<file path="src/rtl/clk_mode_pkg.sv">
package clk_mode_pkg;

    typedef enum logic [2:0] {
        SRC_HIO = 3'd0,
        SRC_XT  = 3'd1,
        SRC_SUB = 3'd2,
        SRC_PLL = 3'd3,
        SRC_LSO = 3'd4
    } src_e;

    typedef enum logic [3:0] {
        M_RUN_HIO  = 4'd0,
        M_RUN_XT   = 4'd1,
        M_RUN_SUB  = 4'd2,
        M_RUN_PLL  = 4'd3,
        M_RUN_LSO  = 4'd4,
        M_HALT_HIO = 4'd5,
        M_HALT_XT  = 4'd6,
        M_HALT_SUB = 4'd7,
        M_HALT_PLL = 4'd8,
        M_HALT_LSO = 4'd9,
        M_STOP_HIO = 4'd10,
        M_STOP_XT  = 4'd11,
        M_WARM_XT  = 4'd12,
        M_SNOOZE   = 4'd13
    } mode_e;

    // source control register, bit 4 down to bit 0
    typedef struct packed {
        logic hio_off;
        logic pll_on;
        logic main_ext;
        logic lso_pick;
        logic sub_grp;
    } ctrl_t;

    // write-once oscillator configuration, bit 3 down to bit 0
    typedef struct packed {
        logic [1:0] amp;
        logic       osc_sel;
        logic       ext_clk;
    } cfg_t;

    localparam int unsigned ADDR_CFG   = 0;
    localparam int unsigned ADDR_CTRL  = 1;
    localparam int unsigned ADDR_STSEL = 2;
    localparam int unsigned ADDR_STCNT = 3;
    localparam int unsigned ADDR_STAT  = 4;
    localparam int unsigned ERR_BIT    = 7;

    function automatic src_e ctrl_target(input ctrl_t c);
        src_e t;
        if (c.sub_grp)     t = c.lso_pick ? SRC_LSO : SRC_SUB;
        else if (c.pll_on) t = SRC_PLL;
        else               t = c.main_ext ? SRC_XT : SRC_HIO;
        return t;
    endfunction

    function automatic mode_e run_of(input src_e s);
        mode_e m;
        case (s)
            SRC_XT:  m = M_RUN_XT;
            SRC_SUB: m = M_RUN_SUB;
            SRC_PLL: m = M_RUN_PLL;
            SRC_LSO: m = M_RUN_LSO;
            default: m = M_RUN_HIO;
        endcase
        return m;
    endfunction

    function automatic mode_e halt_of(input src_e s);
        mode_e m;
        case (s)
            SRC_XT:  m = M_HALT_XT;
            SRC_SUB: m = M_HALT_SUB;
            SRC_PLL: m = M_HALT_PLL;
            SRC_LSO: m = M_HALT_LSO;
            default: m = M_HALT_HIO;
        endcase
        return m;
    endfunction

    function automatic logic is_run(input mode_e m);
        return (m <= M_RUN_LSO);
    endfunction

endpackage

</file>
<file path="src/rtl/clk_mode_regs.sv">
module clk_mode_regs
    import clk_mode_pkg::*;
#(
    parameter int AW     = 3,
    parameter int DW     = 8,
    parameter int STAB_W = 8
) (
    input  logic              clk,
    input  logic              rst,
    input  logic              bus_we,
    input  logic [AW-1:0]     bus_addr,
    input  logic [DW-1:0]     bus_wdata,
    output logic [DW-1:0]     bus_rdata,
    input  logic [STAB_W-1:0] stab_cnt,
    input  src_e              stat_src,
    input  logic              err,
    input  logic              hio_ok,
    output cfg_t              cfg,
    output ctrl_t             ctrl,
    output logic [STAB_W-1:0] stab_sel,
    output logic              cfg_locked,
    output logic              sw_req,
    output logic              hio_restart,
    output logic              err_clr
);
    localparam int CW = $bits(ctrl_t);
    localparam int FW = $bits(cfg_t);

    logic  wr_cfg, wr_ctrl, wr_stsel, wr_stat;
    ctrl_t ctrl_new;

    always_comb begin
        wr_cfg      = bus_we && (bus_addr == AW'(ADDR_CFG));
        wr_ctrl     = bus_we && (bus_addr == AW'(ADDR_CTRL));
        wr_stsel    = bus_we && (bus_addr == AW'(ADDR_STSEL));
        wr_stat     = bus_we && (bus_addr == AW'(ADDR_STAT));
        ctrl_new    = ctrl_t'(bus_wdata[CW-1:0]);
        hio_restart = wr_ctrl && ctrl.hio_off && !ctrl_new.hio_off;
        err_clr     = wr_stat && bus_wdata[ERR_BIT];
    end

    always_ff @(posedge clk) begin
        if (rst) begin
            cfg        <= '0;
            cfg_locked <= 1'b0;
            ctrl       <= '0;
            stab_sel   <= '0;
            sw_req     <= 1'b0;
        end else begin
            if (wr_cfg && !cfg_locked) begin
                cfg        <= cfg_t'(bus_wdata[FW-1:0]);
                cfg_locked <= 1'b1;
            end
            if (wr_ctrl) ctrl <= ctrl_new;
            if (wr_stsel) stab_sel <= bus_wdata[STAB_W-1:0];
            sw_req <= wr_ctrl;
        end
    end

    always_comb begin
        bus_rdata = '0;
        case (bus_addr)
            AW'(ADDR_CFG):   bus_rdata[FW-1:0] = cfg;
            AW'(ADDR_CTRL):  bus_rdata[CW-1:0] = ctrl;
            AW'(ADDR_STSEL): bus_rdata[STAB_W-1:0] = stab_sel;
            AW'(ADDR_STCNT): bus_rdata[STAB_W-1:0] = stab_cnt;
            AW'(ADDR_STAT): begin
                bus_rdata[2:0]     = stat_src;
                bus_rdata[3]       = (stat_src == SRC_PLL);
                bus_rdata[4]       = (stat_src == SRC_SUB) || (stat_src == SRC_LSO);
                bus_rdata[5]       = hio_ok;
                bus_rdata[ERR_BIT] = err;
            end
            default: bus_rdata = '0;
        endcase
    end
endmodule

</file>
<file path="src/rtl/clk_osc_timers.sv">
module clk_osc_timers #(
    parameter int STAB_W    = 8,
    parameter int ACC_W     = 8,
    parameter int ACC_SHORT = 20,
    parameter int ACC_LONG  = 40
) (
    input  logic              clk,
    input  logic              rst,
    input  logic              osc_sel,
    input  logic              deep_sleep,
    input  logic [STAB_W-1:0] stab_sel,
    input  logic              hio_off,
    input  logic              hio_restart,
    input  logic              accu_long,
    output logic [STAB_W-1:0] stab_cnt,
    output logic              xt_ok,
    output logic              hio_ok
);
    localparam logic [STAB_W-1:0] CNT_MAX = '1;
    localparam logic [ACC_W-1:0]  LOAD_S  = ACC_W'(ACC_SHORT);
    localparam logic [ACC_W-1:0]  LOAD_L  = ACC_W'(ACC_LONG);

    logic             run_en;
    logic [ACC_W-1:0] acc_q;

    assign run_en = osc_sel && !deep_sleep;

    always_ff @(posedge clk) begin
        if (rst || !run_en)          stab_cnt <= '0;
        else if (stab_cnt != CNT_MAX) stab_cnt <= stab_cnt + 1'b1;
    end

    always_ff @(posedge clk) begin
        if (rst)               acc_q <= '0;
        else if (hio_restart)  acc_q <= accu_long ? LOAD_L : LOAD_S;
        else if (acc_q != '0)  acc_q <= acc_q - 1'b1;
    end

    assign xt_ok  = osc_sel && (stab_cnt >= stab_sel);
    assign hio_ok = !hio_off && (acc_q == '0);
endmodule

</file>
<file path="src/rtl/clk_mode_fsm.sv">
module clk_mode_fsm
    import clk_mode_pkg::*;
(
    input  logic  clk,
    input  logic  rst,
    input  logic  sw_req,
    input  src_e  target,
    input  logic  hio_ok,
    input  logic  xt_ok,
    input  logic  sub_ok,
    input  logic  lso_ok,
    input  logic  pll_ok,
    input  logic  halt_req,
    input  logic  stop_req,
    input  logic  wake_evt,
    input  logic  snooze_req,
    input  logic  err_clr,
    output mode_e state_q,
    output src_e  sel_q,
    output src_e  stat_q,
    output logic  err_q,
    output logic  deep_sleep
);
    logic  tgt_ok, want, commit, reject;
    src_e  nsrc;
    mode_e state_d;

    always_comb begin
        case (target)
            SRC_HIO: tgt_ok = hio_ok;
            SRC_XT:  tgt_ok = xt_ok;
            SRC_SUB: tgt_ok = sub_ok;
            SRC_PLL: tgt_ok = pll_ok;
            SRC_LSO: tgt_ok = lso_ok;
            default: tgt_ok = 1'b0;
        endcase
        want   = is_run(state_q) && sw_req && (target != sel_q);
        commit = want && tgt_ok;
        reject = want && !tgt_ok;
        nsrc   = commit ? target : sel_q;
    end

    always_comb begin
        state_d = state_q;
        case (state_q)
            M_RUN_HIO, M_RUN_XT, M_RUN_SUB, M_RUN_PLL, M_RUN_LSO: begin
                if (halt_req)                           state_d = halt_of(nsrc);
                else if (stop_req && nsrc == SRC_HIO)   state_d = M_STOP_HIO;
                else if (stop_req && nsrc == SRC_XT)    state_d = M_STOP_XT;
                else                                    state_d = run_of(nsrc);
            end
            M_HALT_HIO: if (wake_evt) state_d = M_RUN_HIO;
            M_HALT_XT:  if (wake_evt) state_d = M_RUN_XT;
            M_HALT_SUB: if (wake_evt) state_d = M_RUN_SUB;
            M_HALT_PLL: if (wake_evt) state_d = M_RUN_PLL;
            M_HALT_LSO: if (wake_evt) state_d = M_RUN_LSO;
            M_STOP_HIO: begin
                if (wake_evt)        state_d = M_RUN_HIO;
                else if (snooze_req) state_d = M_SNOOZE;
            end
            M_SNOOZE: begin
                if (wake_evt)      state_d = M_RUN_HIO;
                else if (stop_req) state_d = M_STOP_HIO;
            end
            M_STOP_XT: if (wake_evt) state_d = M_WARM_XT;
            M_WARM_XT: if (xt_ok)    state_d = M_RUN_XT;
            default:   state_d = M_RUN_HIO;
        endcase
    end

    always_ff @(posedge clk) begin
        if (rst) begin
            state_q <= M_RUN_HIO;
            sel_q   <= SRC_HIO;
            stat_q  <= SRC_HIO;
            err_q   <= 1'b0;
        end else begin
            state_q <= state_d;
            sel_q   <= nsrc;
            stat_q  <= sel_q;
            if (reject)       err_q <= 1'b1;
            else if (err_clr) err_q <= 1'b0;
        end
    end

    assign deep_sleep = (state_q == M_STOP_HIO) || (state_q == M_STOP_XT) ||
                        (state_q == M_SNOOZE);
endmodule

</file>
<file path="src/rtl/clk_mode_ctrl.sv">
module clk_mode_ctrl
    import clk_mode_pkg::*;
#(
    parameter int AW        = 3,
    parameter int DW        = 8,
    parameter int STAB_W    = 8,
    parameter int ACC_W     = 8,
    parameter int ACC_SHORT = 20,
    parameter int ACC_LONG  = 40
) (
    input  logic          clk,
    input  logic          rst,
    input  logic          bus_we,
    input  logic [AW-1:0] bus_addr,
    input  logic [DW-1:0] bus_wdata,
    output logic [DW-1:0] bus_rdata,
    input  logic          accu_long,
    input  logic          sub_ready,
    input  logic          lso_ready,
    input  logic          pll_lock,
    input  logic          halt_req,
    input  logic          stop_req,
    input  logic          wake_evt,
    input  logic          snooze_req,
    output logic [2:0]    clk_sel,
    output logic [3:0]    mode,
    output logic          hio_en,
    output logic          xt_en,
    output logic          pll_en
);
    cfg_t              cfg;
    ctrl_t             ctrl;
    logic [STAB_W-1:0] stab_sel, stab_cnt;
    logic              cfg_locked, sw_req, hio_restart, err_clr;
    logic              xt_ok, hio_ok, err_q, deep_sleep;
    mode_e             state_q;
    src_e              sel_q, stat_src;
    logic [3:0]        cfg_q;

    clk_mode_regs #(.AW(AW), .DW(DW), .STAB_W(STAB_W)) u_regs (
        .clk(clk), .rst(rst), .bus_we(bus_we), .bus_addr(bus_addr),
        .bus_wdata(bus_wdata), .bus_rdata(bus_rdata), .stab_cnt(stab_cnt),
        .stat_src(stat_src), .err(err_q), .hio_ok(hio_ok), .cfg(cfg),
        .ctrl(ctrl), .stab_sel(stab_sel), .cfg_locked(cfg_locked),
        .sw_req(sw_req), .hio_restart(hio_restart), .err_clr(err_clr)
    );

    clk_osc_timers #(.STAB_W(STAB_W), .ACC_W(ACC_W), .ACC_SHORT(ACC_SHORT),
                     .ACC_LONG(ACC_LONG)) u_timers (
        .clk(clk), .rst(rst), .osc_sel(cfg.osc_sel), .deep_sleep(deep_sleep),
        .stab_sel(stab_sel), .hio_off(ctrl.hio_off), .hio_restart(hio_restart),
        .accu_long(accu_long), .stab_cnt(stab_cnt), .xt_ok(xt_ok), .hio_ok(hio_ok)
    );

    clk_mode_fsm u_fsm (
        .clk(clk), .rst(rst), .sw_req(sw_req), .target(ctrl_target(ctrl)),
        .hio_ok(hio_ok), .xt_ok(xt_ok), .sub_ok(sub_ready), .lso_ok(lso_ready),
        .pll_ok(pll_lock), .halt_req(halt_req), .stop_req(stop_req),
        .wake_evt(wake_evt), .snooze_req(snooze_req), .err_clr(err_clr),
        .state_q(state_q), .sel_q(sel_q), .stat_q(stat_src), .err_q(err_q),
        .deep_sleep(deep_sleep)
    );

    assign cfg_q   = cfg;
    assign clk_sel = sel_q;
    assign mode    = state_q;
    assign hio_en  = !ctrl.hio_off;
    assign xt_en   = cfg.osc_sel && !deep_sleep;
    assign pll_en  = ctrl.pll_on;
endmodule

</file>
<file path="config.mk">
export PLATFORM = sky130hd
export DESIGN_NAME = clk_mode_ctrl
export DESIGN_NICKNAME = d
export VERILOG_FILES = /design/src/rtl/clk_mode_pkg.sv /design/src/rtl/clk_mode_regs.sv /design/src/rtl/clk_osc_timers.sv /design/src/rtl/clk_mode_fsm.sv /design/src/rtl/clk_mode_ctrl.sv
export SDC_FILE = /design/constraint.sdc
export NUM_CORES = 1
export LEC_CHECK = 0
export BUFFER_PORTS_ARGS = -buffer_cell sky130_fd_sc_hd__buf_2
export CAP_MARGIN = 15
export CORE_MARGIN = 2
export CORE_UTILIZATION = 60
export DETAILED_ROUTE_END_ITERATION = 7
export PLACE_DENSITY = 0.9
export SLEW_MARGIN = 25
export SYNTH_ARGS = -nofsm -noshare
export SYNTH_HDL_FRONTEND = slang
export SYNTH_SLANG_ARGS = --single-unit
</file>
<file path="constraint.sdc">
create_clock -name clk -period 5.1 [get_ports clk]
set_input_delay 0.255 -clock clk [delete_from_list [all_inputs] [get_ports clk]]
set_output_delay 0.255 -clock clk [all_outputs]
set_load 0.05 [all_outputs]
</file>
==> flow_summary.ini, run 1 <==
[clock_network]
cts_root_buf = clkbuf_8
cts.sink_count = 46
clkLatencyLatePin_ns = 0.30
htree_levels = 2
cts_made_buffers = 5
cts-hold-fix-buffers = 0
ctsResizeCount = 0
cts_tree = yes
path_clk_slew_ns = 0.09
cts_setup_buffers = 0
clk_path_buf_depth = 2

[floorplanning]
dieArea_mm2 = 0.00541
start_util_pct = 61.9
die_h_um = 73.6
die_w_um = 73.6
fp-row-count = 25
boundaryPins = 40
core_area_mm2 = 0.00469

[hold_path]
hold_depth = 3
holdCritPathClass = in -> reg

[global_route]
grt_max_degree = 41
grtUsageTotal_pct = 26.1
grt_pass1_wl_um = 11000
globalRoute.totalOverflow = 0
antenna_found_initial = 0
grt_pass1_vias = 2468

[power]
intPower_uw = 603
clkPwrFrac_pct = 24.3
peakVddDrop_v = 0.000206
power_frac_comb_pct = 29.3
switching_power_uw = 317
p_seq_share_pct = 46.5
power.leakage_uw = 0.00125
power_density_mw_per_mm2 = 291
swShare_pct = 34.4

[placement]
dpl.hpwl_um = 4830
globalplace.congestion = 0.902
port_buffers = 39

[detailed_routing]
via_per_inst = 6.10
vias = 2649
wire_per_inst_um = 15.3
drt-initial-drc-count = 162
wl_um = 6660
firstDrtPassIters = 5
ant_nets = 0
drcViolationCount = 0

[sta]
skew_ns = 0.00777
grt_setup_unrepaired = false
fin_crit_sh_pct = 56.8
slew_violations = 0
hold_viol = 0
relSlewSlack_pct = 33.0
fmax_ghz = 0.345
min_period_ns = 2.89
tightest_slew_ns = 0.996
setup_viol_count_final = 0
setup_tns_ns = 0

[synthesis]
synthesis.nets = 381
netlist_instances = 349
synth_ff_type = dfxtp_1
seq_area_frac_synth_pct = 31.7
avgSynthCellArea_um2 = 8.32
syn-cell-area_mm2 = 0.00290
yosysTopAreaCell = dfxtp_1
ys_seq_elements = 46
synth.distinct_cells = 60
ys_top_cells_by_area = dfxtp_1, mux2i_1, nor2_1, ha_1, o21ai_0
yosysMostFrequentCell = nor2_1
yosysWarnings = 0
synth_top_area_share_pct = 31.7
async_flop_share_pct = 0
synth_edf_count = 0
yosys-top-cells-count = nor2_1, dfxtp_1, mux2i_1

[finish]
fin_util_pct = 67.3
diodes = 0
drive_gt1_share_pct = 19.2
nNetsFinal = 411
syn_to_final_growth_pct = 8.75

[critical_path]
rrSetupSlack_ns = 2.21
worst_r2r_path_depth = 10
critPathArrivalTime_ns = 3.13
cp-endpoint = u_fsm.state_q[3]
cp-startpoint = u_timers.stab_cnt[0]
r2r_end = u_fsm.state_q[3]
crit_type = reg -> reg
critPathMaxFanout = 7
crit_path_end_kind = register
timing.rr.start = u_timers.stab_cnt[0]
cp.required_ns = 5.33
crit_path_start_kind = register

[outcome]
status = finished, final reports clean

[run]
cap_violations = 0
-- flip-flops by register name, summed over array words and instances, names as in the netlist --
name	flops
u_fsm.sel_q	3
u_regs.sw_req	1
u_regs.ctrl	5
u_fsm.state_q	4
u_regs.stab_sel	8
u_regs.cfg	4
u_timers.stab_cnt	8
u_timers.acc_q	8
u_regs.cfg_locked	1
u_fsm.stat_q	3
u_fsm.err_q	1
-- final cells by class --
class / count / area [um^2]
Tap cell: 54 / 67.6
Clock inverter: 2 / 13.8
Timing Repair Buffer: 40 / 203
Sequential cell: 46 / 921
Multi-Input combinational cell: 265 / 1800
Fill cell: 393 / 1530
Clock buffer: 6 / 72.6
Inverter: 21 / 78.8
-- worst max-delay path, cell delays in order, from the launching register on --
cell and delay [ns]:
dfxtp_1 0.41, inv_1 0.06, ha_1 0.27, and3_1 0.13, o21ai_0 0.14, a2111oi_2 0.43, nor3_2 0.09, nor2b_2 0.38
mux2i_2 0.47, mux2_4 0.34, o2bb2ai_2 0.10
-- power by group through the flow --
stage / clock (uW) / sequential, uW / combinational (uW)
finish: 223 / 427 / 269
global route: 239 / 432 / 303
CTS: 224 / 427 / 269
detailed placement: 0 / 433 / 267
global placement: 0 / 432 / 258
floorplan: 0 / 432 / 215
-- worst min-delay path by stage --
stage	startpoint	endpoint	slack (ns)
after floorplan	accu_long	u_timers.acc_q[4]	0.35
after global placement	u_regs.cfg_locked	u_regs.cfg_locked	0.46
after detailed placement	u_regs.cfg_locked	u_regs.cfg_locked	0.47
after CTS	bus_wdata[5]	u_regs.stab_sel[5]	0.19
after global routing	accu_long	u_timers.acc_q[4]	0.19
final	bus_wdata[5]	u_regs.stab_sel[5]	0.18
-- cell families (layout without fill, tap and decap cells) --
kind of cell	after synthesis	in the layout	share of synthesized area [%]
xor gates and xnor gates	8	8	2.41
adders and majority gates	10	10	4.31
buffers and inverters	38	69	6.25
DFF	46	46	31.7
muxes	38	38	14.5
and+or+nand+nor	140	140	25.2
AOI/OAI and AO/OA	69	69	15.6
-- layout by cell type, fill, tap and decap left out, types with 3 or more instances in the layout --
cell and count:
a21o_1 3, inv_1 21, dfxtp_1 46, a22oi_1 3
or3_1 5, a31oi_1 5, and2b_2 3, xnor2_1 4
nand2_1 18, and3_1 6, ha_1 10, clkbuf_8 5
mux2_2 3, nand2b_1 3, nand3_1 9, mux2i_1 30
buf_2 39, a211oi_1 3, nor3b_1 5, a21oi_1 18
o21ai_0 20, nand3b_1 3, xor2_1 4, nor3_1 11
nor2_1 51, nor2b_1 9
-- metrics by stage --
step | cell area (um^2) | hold slack (ns) | setup WS [ns] | std cells | total power (uW)
detailed placement | 3070 | 0.468 | 2.25 | 426 | 701
global placement | 3070 | 0.456 | 2.38 | 426 | 689
finish | 3160 | 0.182 | 2.21 | 434 | 920
global route | 3160 | 0.191 | 2.00 | 434 | 974
floorplan | 2900 | 0.355 | 2.58 | 349 | 647
CTS | 3160 | 0.189 | 2.24 | 434 | 920
-- routing by layer --
layer	GRT usage, %	routed length [um]	share of wire [%]	vias to the layer above
li1	-	-	-	1287
met1	33.6	2840	43	1264
met2	43.4	3250	49	80
met3	5.35	403	6.1	18
met4	9.29	166	2.5	0
met5	0	0	0	-
Power figures use the tool's default switching activity.
==> run 2: changes to the inputs <==
- CORE_UTILIZATION: 60 -> 58
- PLACE_DENSITY: 0.9 -> 0.87
- clock period: 5.1 -> 2.9 ns (I/O delays scaled with it)
==> flow_summary.ini, run 2 (synthesized netlist as in run 1, its figures left out) <==
[placement]
dpl.hpwl_um = 4910
place_ws_ns = 0.222
globalplace.congestion = 0.878
port_buffers = 39

[finish]
nNetsFinal = 415
fin_util_pct = 67.1
syn_to_final_growth_pct = 10.6
fillers = 399
diodes = 0
drive_gt1_share_pct = 20.1
final_common_cell = nor2_1
mostFrequentLayoutCells = nor2_1, dfxtp_1, buf_2
largestRegisters = u_regs.stab_sel x8, u_timers.acc_q x8, u_timers.stab_cnt x8

[sta]
tightest_slew_ns = 0.760
setup_slack_ns = 0.201
setup_viol_count_final = 0
fin_crit_sh_pct = 93.1
hold_viol = 0
fmax_ghz = 0.371
setup_tns_ns = 0
skew_ns = 0.00865
relSlewSlack_pct = 49.3
min_period_ns = 2.70
slew_violations = 0
fin_hold_ws_ns = 0.0610
grt_setup_unrepaired = false

[critical_path]
critPathSlowestCell = a2111oi_2
critPathArrivalTime_ns = 2.85
crit_type = reg -> reg
cp.required_ns = 3.05
critPathMaxStageDelay_ns = 0.42
cp_top_family = compound AO/OA/AOI/OAI gates
worstPathCellList = inv_1, ha_1, and3_1, o21ai_0, a2111oi_2, nor3_2, nor2b_2, buf_4, mux2i_4, mux2i_1, a311oi_2
crit_path_end_kind = register
critPathMaxFanout = 6
critical_path_buf_inv_count = 2
crit_path_start_kind = register

[clock_network]
htree_levels = 2
clkLatencyLatePin_ns = 0.30
cts_root_buf = clkbuf_8
clk_path_buf_depth = 2
path_clk_slew_ns = 0.09
cts_made_buffers = 5
cts.sink_count = 46
cts_setup_buffers = 0
cts_tree = yes

[detailed_routing]
wl_um = 6760
firstDrtPassIters = 5
drcViolationCount = 0
vias = 2610
wire_per_inst_um = 15.0
ant_nets = 0
drt-initial-drc-count = 207
via_per_inst = 5.79

[floorplanning]
boundaryPins = 40
die_h_um = 74.8
start_util_pct = 60.7
die_w_um = 74.8
dieArea_mm2 = 0.00559
fp-row-count = 25
core_area_mm2 = 0.00479

[outcome]
status = finished, final reports clean

[hold_path]
holdCritPathClass = in -> reg

[global_route]
antenna_found_initial = 0
grt_pass1_wl_um = 10700
grt_pass1_vias = 2326
grt_max_degree = 41
globalRoute.totalOverflow = 0
grtUsageTotal_pct = 25.1

[power]
power.leakage_uw = 0.00127
power_density_mw_per_mm2 = 504
peakVddDrop_v = 0.000288

[run]
cap_violations = 0
## run 2: layer usage
metal	GRT usage, %	vias to the layer above	routed length, um
met2	42.4	93	3260
met5	0	-	0
met1	32.1	1200	2890
met4	9.52	0	186
met3	4.55	21	427
li1	-	1296	-
## run 2: repair_timing
action / CTS / global route
gates resized for setup: 0 / 1
hold buffers: 0 / 0
setup endpoints to repair: 0 / 1
## run 2: layout make-up
| class | count | area, um^2 | share of cell area [%] |
|---|---|---|---|
| clock buffers | 6 | 72.6 | 2.26 |
| clock inverters | 2 | 13.8 | 0.428 |
| repair buffers | 44 | 233 | 7.24 |
| multi-input cells | 265 | 1810 | 56.3 |
| well taps | 67 | 83.8 | 2.61 |
| flip-flops and latches | 46 | 921 | 28.7 |
| inverters | 21 | 78.8 | 2.45 |
## run 2: path summary, 6_finish.rpt
path	slack, ns	depth (start not counted)	start	end
hold / removal	0.06	2	accu_long	u_timers.acc_q[4]
setup reg to reg	0.20	11	u_timers.stab_cnt[0]	u_fsm.state_q[0]
hold reg to reg	0.50	2	u_regs.cfg_locked	u_regs.cfg_locked
setup / recovery	0.20	11	u_timers.stab_cnt[0]	u_fsm.state_q[0]
## run 2: power by group
part | internal (uW) | switching [uW]
Clock | 170 | 221
Combinational | 208 | 274
Sequential | 683 | 64.3
## run 2: through the flow
stage               instance area, um^2  total power (uW)  cells
finish                             3210              1620    451
global placement                   3120              1210    443
detailed placement                 3120              1230    443
CTS                                3200              1630    451
global route                       3210              1720    451
floorplan                          2900              1140    349
